==> src/rtl/pm_pkg.sv <==
package pm_pkg;

    typedef enum logic [1:0] {
        PM_RUN     = 2'd0,
        PM_IDLE    = 2'd1,
        PM_PDOWN   = 2'd2,
        PM_OSCWAIT = 2'd3
    } pm_state_e;

    typedef enum logic [1:0] {
        PM_ADDR_MODE  = 2'd0,
        PM_ADDR_MASK  = 2'd1,
        PM_ADDR_START = 2'd2,
        PM_ADDR_NONE  = 2'd3
    } pm_addr_e;

    typedef struct packed {
        logic pdown;
        logic idle;
    } pm_req_t;

    typedef struct packed {
        logic cpu;
        logic osc;
        logic periph;
    } pm_gate_t;

    function automatic int pm_max(input int a, input int b);
        return (a > b) ? a : b;
    endfunction

    // power-down wins over idle when both request bits are set
    function automatic pm_state_e pm_target(input pm_req_t req);
        if (req.pdown)
            return PM_PDOWN;
        else if (req.idle)
            return PM_IDLE;
        else
            return PM_RUN;
    endfunction

    function automatic pm_gate_t pm_gates(input pm_state_e st);
        pm_gate_t g;
        g.cpu    = (st == PM_RUN);
        g.osc    = (st != PM_PDOWN);
        g.periph = (st == PM_RUN) || (st == PM_IDLE);
        return g;
    endfunction

endpackage

==> src/rtl/pm_wake_sync.sv <==
module pm_wake_sync #(
    parameter int NWAKE  = 4,
    parameter int STAGES = 2
) (
    input  logic             clk,
    input  logic             rst,
    input  logic [NWAKE-1:0] wake_async,
    output logic [NWAKE-1:0] wake_sync,
    output logic             wake_any
);

    genvar gi;
    generate
        for (gi = 0; gi < NWAKE; gi++) begin : g_line
            logic [STAGES-1:0] chain;
            always_ff @(posedge clk) begin
                if (rst)
                    chain <= '0;
                else
                    chain <= {chain[STAGES-2:0], wake_async[gi]};
            end
            assign wake_sync[gi] = chain[STAGES-1];
        end
    endgenerate

    assign wake_any = |wake_sync;

endmodule

==> src/rtl/pm_cfg_regs.sv <==
module pm_cfg_regs
    import pm_pkg::*;
#(
    parameter int NPER        = 8,
    parameter int CNT_W       = 8,
    parameter int WDATA_W     = 8,
    parameter int STARTUP_RST = 12
) (
    input  logic               clk,
    input  logic               rst,
    input  logic               reg_wr,
    input  pm_addr_e           reg_addr,
    input  logic [WDATA_W-1:0] reg_wdata,
    output logic [NPER-1:0]    per_mask,
    output logic [CNT_W-1:0]   startup_cnt
);

    localparam logic [CNT_W-1:0] START_INIT = CNT_W'(STARTUP_RST);

    logic wr_mask;
    logic wr_start;

    assign wr_mask  = reg_wr && (reg_addr == PM_ADDR_MASK);
    assign wr_start = reg_wr && (reg_addr == PM_ADDR_START);

    always_ff @(posedge clk) begin
        if (rst) begin
            per_mask    <= '1;
            startup_cnt <= START_INIT;
        end else begin
            if (wr_mask)
                per_mask <= reg_wdata[NPER-1:0];
            if (wr_start)
                startup_cnt <= reg_wdata[CNT_W-1:0];
        end
    end


    mask_after_reset_chk: assert property (@(posedge clk)
        (rst && $past(rst)) |-> (per_mask == '1));

endmodule

==> src/rtl/pm_mode_fsm.sv <==
module pm_mode_fsm
    import pm_pkg::*;
#(
    parameter int CNT_W = 8
) (
    input  logic             clk,
    input  logic             rst,
    input  logic             mode_wr,
    input  pm_req_t          mode_req,
    input  logic             irq_any,
    input  logic             wake_any,
    input  logic [CNT_W-1:0] startup_cnt,
    output pm_state_e        state
);

    pm_state_e        state_nx;
    logic [CNT_W-1:0] cnt_q;
    logic [CNT_W-1:0] cnt_nx;

    always_comb begin
        state_nx = state;
        cnt_nx   = cnt_q;
        unique case (state)
            PM_RUN: begin
                if (mode_wr)
                    state_nx = pm_target(mode_req);
            end
            PM_IDLE: begin
                if (irq_any || wake_any)
                    state_nx = PM_RUN;
            end
            PM_PDOWN: begin
                if (wake_any) begin
                    state_nx = PM_OSCWAIT;
                    cnt_nx   = startup_cnt;
                end
            end
            PM_OSCWAIT: begin
                if (cnt_q == '0)
                    state_nx = PM_RUN;
                else
                    cnt_nx = cnt_q - 1'b1;
            end
            default: state_nx = PM_RUN;
        endcase
    end

    always_ff @(posedge clk) begin
        if (rst) begin
            state <= PM_RUN;
            cnt_q <= '0;
        end else begin
            state <= state_nx;
            cnt_q <= cnt_nx;
        end
    end


    pdown_hold_chk: assert property (@(posedge clk) disable iff (rst)
        (state == PM_PDOWN && !wake_any) |=> (state == PM_PDOWN));


    idle_wake_chk: assert property (@(posedge clk) disable iff (rst)
        (state == PM_IDLE && (irq_any || wake_any)) |=> (state == PM_RUN));


    startup_step_chk: assert property (@(posedge clk) disable iff (rst)
        (state == PM_OSCWAIT && cnt_q != '0) |=>
            (state == PM_OSCWAIT && cnt_q == $past(cnt_q) - 1'b1));


    run_stays_chk: assert property (@(posedge clk) disable iff (rst)
        (state == PM_RUN && !mode_wr) |=> (state == PM_RUN));

endmodule

==> src/rtl/pm_clk_gate.sv <==
module pm_clk_gate
    import pm_pkg::*;
#(
    parameter int NPER = 8
) (
    input  logic            clk,
    input  logic            rst,
    input  pm_state_e       state,
    input  logic [NPER-1:0] per_mask,
    output logic            cpu_clk_en,
    output logic            osc_en,
    output logic [NPER-1:0] periph_clk_en
);

    pm_gate_t g;

    assign g = pm_gates(state);

    genvar gi;
    generate
        for (gi = 0; gi < NPER; gi++) begin : g_per
            assign periph_clk_en[gi] = g.periph && per_mask[gi];
        end
    endgenerate

    assign cpu_clk_en = g.cpu;
    assign osc_en     = g.osc;


    osc_off_all_off_chk: assert property (@(posedge clk) disable iff (rst)
        !osc_en |-> (!cpu_clk_en && periph_clk_en == '0));

endmodule

==> src/rtl/lowpwr_ctrl.sv <==
module lowpwr_ctrl
    import pm_pkg::*;
#(
    parameter int NPER        = 8,
    parameter int NIRQ        = 8,
    parameter int NWAKE       = 4,
    parameter int CNT_W       = 8,
    parameter int STARTUP_RST = 12,
    parameter int WDATA_W     = pm_max(pm_max(NPER, CNT_W), 2)
) (
    input  logic               clk,
    input  logic               rst,
    input  logic               reg_wr,
    input  logic [1:0]         reg_addr,
    input  logic [WDATA_W-1:0] reg_wdata,
    input  logic [NIRQ-1:0]    irq_pending,
    input  logic [NWAKE-1:0]   wake_async,
    output logic               cpu_clk_en,
    output logic [NPER-1:0]    periph_clk_en,
    output logic               osc_en
);

    pm_addr_e         addr;
    pm_req_t          req;
    pm_state_e        state;
    logic             mode_wr;
    logic             wake_any;
    logic [NWAKE-1:0] wake_sync;
    logic [NPER-1:0]  per_mask;
    logic [CNT_W-1:0] startup_cnt;

    assign addr    = pm_addr_e'(reg_addr);
    assign req     = pm_req_t'(reg_wdata[1:0]);
    assign mode_wr = reg_wr && (addr == PM_ADDR_MODE);

    pm_wake_sync #(.NWAKE(NWAKE), .STAGES(2)) u_sync (
        .clk       (clk),
        .rst       (rst),
        .wake_async(wake_async),
        .wake_sync (wake_sync),
        .wake_any  (wake_any)
    );

    pm_cfg_regs #(
        .NPER(NPER), .CNT_W(CNT_W), .WDATA_W(WDATA_W), .STARTUP_RST(STARTUP_RST)
    ) u_regs (
        .clk        (clk),
        .rst        (rst),
        .reg_wr     (reg_wr),
        .reg_addr   (addr),
        .reg_wdata  (reg_wdata),
        .per_mask   (per_mask),
        .startup_cnt(startup_cnt)
    );

    pm_mode_fsm #(.CNT_W(CNT_W)) u_fsm (
        .clk        (clk),
        .rst        (rst),
        .mode_wr    (mode_wr),
        .mode_req   (req),
        .irq_any    (|irq_pending),
        .wake_any   (wake_any),
        .startup_cnt(startup_cnt),
        .state      (state)
    );

    pm_clk_gate #(.NPER(NPER)) u_gate (
        .clk          (clk),
        .rst          (rst),
        .state        (state),
        .per_mask     (per_mask),
        .cpu_clk_en   (cpu_clk_en),
        .osc_en       (osc_en),
        .periph_clk_en(periph_clk_en)
    );

endmodule

==> config.mk <==
export PLATFORM = sky130hd
export DESIGN_NAME = lowpwr_ctrl
export DESIGN_NICKNAME = d
export VERILOG_FILES = /design/src/rtl/pm_pkg.sv /design/src/rtl/pm_wake_sync.sv /design/src/rtl/pm_cfg_regs.sv /design/src/rtl/pm_mode_fsm.sv /design/src/rtl/pm_clk_gate.sv /design/src/rtl/lowpwr_ctrl.sv
export SDC_FILE = /design/constraint.sdc
export NUM_CORES = 1
export LEC_CHECK = 0
export BUFFER_PORTS_ARGS = -buffer_cell sky130_fd_sc_hd__buf_2
export CAP_MARGIN = 20
export CORE_MARGIN = 2
export CORE_UTILIZATION = 54
export CTS_BUF_LIST = sky130_fd_sc_hd__clkbuf_4
export DETAILED_ROUTE_END_ITERATION = 8
export PLACE_DENSITY = 0.8
export SLEW_MARGIN = 20
export SYNTH_ARGS = -nofsm -noshare
export SYNTH_HDL_FRONTEND = slang
export SYNTH_SLANG_ARGS = --single-unit
==> constraint.sdc <==
create_clock -name clk -period 2 [get_ports clk]
set_input_delay 0.5 -clock clk [delete_from_list [all_inputs] [get_ports clk]]
set_output_delay 0.5 -clock clk [all_outputs]
set_load 0.02 [all_outputs]
==> results.sh <==
export IMPL_synth_seq_cells=34
export IMPL_critPathArrivalTime_ns=2.12
export IMPL_clkPwrFrac=0.288
export IMPL_p_leak_nw=0.7715
export IMPL_avgSynthCellArea_sq_um=8.224
export IMPL_cts_hold_buf=0
export IMPL_finalHoldViolCount=0
export IMPL_grt_max_degree=35
export IMPL_syn_inst=192
export IMPL_timing_fmax_mhz=523.3
export IMPL_ys_seq_area_frac=0.4311
export IMPL_rr_startpoint="u_fsm.cnt_q[2]$_SDFFE_PP0P_"
export IMPL_dieWidth_um=58.08
export IMPL_yosys_warnings=0
export IMPL_r2r_cells=5
export IMPL_n_antenna_cell=0
export IMPL_gp_congestion=0.8325
export IMPL_slew_headroom=0.6257
export IMPL_yosysTopAreaCell="dfxtp_1"
export IMPL_power_switching_mw=0.3477
export IMPL_place_detailed_instances=249
export IMPL_synth_edff_count=0
export IMPL_place_hpwl_um=2613
export IMPL_r2r_end="u_fsm.cnt_q[7]$_SDFFE_PP0P_"
export IMPL_post_cts_buffers=0
export IMPL_p_comb_frac=0.141
export IMPL_final_cells=257
export IMPL_clk_pin_slew_worst_paths_ns=0.10
export IMPL_fin_area_sq_mm=0.001815
export IMPL_ys_flop_type="dfxtp_1"
export IMPL_placed_area_sq_mm=0.001762
export IMPL_die_y_um=58.08
export IMPL_final_nets=252
export IMPL_wl_met2_um=1738
export IMPL_ant_nets=0
export IMPL_root_buffer="clkbuf_4"
export IMPL_grt_antenna_before_repair=0
export IMPL_p_sw_frac=0.2766
export IMPL_wl_met1_um=1511
export IMPL_crit_start="u_fsm.cnt_q[2]$_SDFFE_PP0P_"
export IMPL_p_per_area_mw_per_mm2=692.5
export IMPL_required_ns=2.21
export IMPL_syn_to_final_growth_pct=14.98
export IMPL_portBuffers=34
export IMPL_clkLatencyLatePin_ns=0.33
export IMPL_crit_family="simple AND/OR/NAND/NOR gates"
export IMPL_power_frac_seq=0.571
export IMPL_status="complete, no violations"
export IMPL_syn_cell_area_sq_mm=0.001579
export IMPL_ir_drop_v=0.0007530
export IMPL_worst_pin_slew_ns=0.5615
export IMPL_final_setup_tns_ns=0
export IMPL_hp_class="input pin to flip-flop"
export IMPL_top_layer="met4"
export IMPL_drtPass1Iterations=4
export IMPL_num_vias=1421
export IMPL_wl_met3_um=221
export IMPL_netlist_cell_type_count=40
export IMPL_crit_cells=5
export IMPL_crit_end="u_fsm.cnt_q[7]$_SDFFE_PP0P_"
export IMPL_finalMaxSlewViolations=0
export IMPL_path_class="flip-flop to flip-flop"
export IMPL_min_period_ns=1.911
export IMPL_maxCapViolCount=0
export IMPL_grt_pass1_vias=1351
export IMPL_cts_sinks=34
export IMPL_clock_skew_ns=0.001599
export IMPL_synth_most_common_cell="dfxtp_1"
export IMPL_totalPowerFinal_mw=1.257
export IMPL_cp_cell_sequence="or4_4, or3_4, a32oi_1, a2bb2oi_1, nor2_1"
export IMPL_period_share=0.9554
export IMPL_wl_um=3486
export IMPL_dr_first_iter_drc_count=96
export IMPL_synthTopCellsByCount="34 x dfxtp_1, 30 x nand2_1, 24 x nor2_1, 16 x nor2b_1, 10 x nand3b_1"
export IMPL_wire_per_inst_um=13.56
export IMPL_syn_nets=219
export IMPL_numCtsBuffers=5
export IMPL_cp_max_fo=6
export IMPL_tritoncts="done"
export IMPL_rsz0062_at_grt="false"
export IMPL_end_kind="flip-flop"
export IMPL_cts_max_level=2
export IMPL_async_reset_ff_frac=0
export IMPL_drc_errors=0
export IMPL_p_int_mw=0.9095
export IMPL_initial_core_util=0.5726
export IMPL_grt_pass1_wl_um=5830
export IMPL_ios=35
export IMPL_core_area_sq_mm=0.002758
export IMPL_viasPerCell=5.529
export IMPL_dieArea_sq_mm=0.003373
export IMPL_cts_resized=0
export IMPL_critPathLaunchType="flip-flop"
export IMPL_synth_top_area_share=0.4311
export IMPL_slowest_delay_ns=0.57
export IMPL_overflow=0
export IMPL_num_rows=19
export IMPL_clk_path_buf_depth=2
export IMPL_setup_viol=0
export IMPL_drive_gt1_frac=0.2257
export IMPL_crit_slowest_cell="or4_4"
export IMPL_synthTopCellsByArea="dfxtp_1 43%, nand2_1 7.1%, nor2b_1 6.3%, nor2_1 5.7%, nand3b_1 4.8%"
export IMPL_r2r_slack_ns=0.09
export IMPL_track_usage=0.2281
export IMPL_timing_critical_path_buf_inv=0
-- worst min path at each step --
stage	start	to	slack (ns)	depth (start not counted)
after global routing	wake_async[1]	u_sync.g_line[1].chain[0]$_SDFF_PP0_	0.36	2
after floorplan	u_sync.g_line[0].chain[0]$_SDFF_PP0_	u_sync.g_line[0].chain[1]$_SDFF_PP0_	0.41	1
after detailed placement	u_sync.g_line[0].chain[0]$_SDFF_PP0_	u_sync.g_line[0].chain[1]$_SDFF_PP0_	0.42	1
final	wake_async[0]	u_sync.g_line[0].chain[0]$_SDFF_PP0_	0.37	2
after CTS	wake_async[1]	u_sync.g_line[1].chain[0]$_SDFF_PP0_	0.36	2
after global placement	u_sync.g_line[3].chain[0]$_SDFF_PP0_	u_sync.g_line[3].chain[1]$_SDFF_PP0_	0.42	1
-- logic make-up after synthesis --
kind of cell | synth area share
compound gates | 0.1395
fa+ha+maj | 0.01585
buf+inv | 0.04041
flops | 0.4311
mux | 0.03170
simple gates | 0.3415
-- per-stage QoR --
step	util	hold slack, ns	worst slack (ns)
global placement	0.6388	0.4209	0.2185
detailed placement	0.6388	0.4233	0.1133
floorplan	-	0.4138	0.2612
CTS	0.6583	0.3607	0.09091
finish	0.6583	0.3689	0.08912
global route	0.6583	0.3595	0.03634
-- sequential cells by signal, indices dropped and copies added (netlist names) --
signal,cells
u_fsm.cnt_q,8
u_regs.per_mask,8
u_regs.startup_cnt,8
u_sync.g_line.chain,8
u_fsm.state,2
-- power by group through the flow --
stage          logic [mW]  registers (mW)  clock network, mW
2_1_floorplan       0.117           0.726                  0
3_3_place_gp        0.169           0.732                  0
3_5_place_dp        0.176           0.733                  0
4_1_cts             0.177           0.718              0.368
5_1_grt             0.196           0.722              0.402
6_report            0.177           0.718              0.362
-- layout by cell type, fill, tap and decap left out, types with 2 or more instances in the layout --
cell / count
buf_2: 34
dfxtp_1: 34
nand2_1: 30
nor2_1: 24
nor2b_1: 16
nand3b_1: 10
o21ai_0: 9
a21oi_1: 7
inv_1: 6
mux2i_1: 5
nor3_1: 5
clkbuf_4: 5
nor4_1: 4
nor3b_1: 3
a211o_1: 2
o31ai_1: 2
ha_1: 2
buf_4: 2
-- metal layers --
layer  vias to the layer above  global-route usage
met4                         0             0.08638
li1                        728                   -
met5                         -                   0
met2                        52              0.3620
met1                       639              0.2905
met3                         2             0.07143
-- layout make-up --
class	count	area (sq um)
repair buffers	36	185.2
fillers	232	942.2
inverters	6	22.52
clock buffers	5	37.54
clock inverters	3	16.27
well taps	31	38.79
flip-flops and latches	34	680.7
multi-input cells	142	834.6
Power figures use the tool's default switching activity.
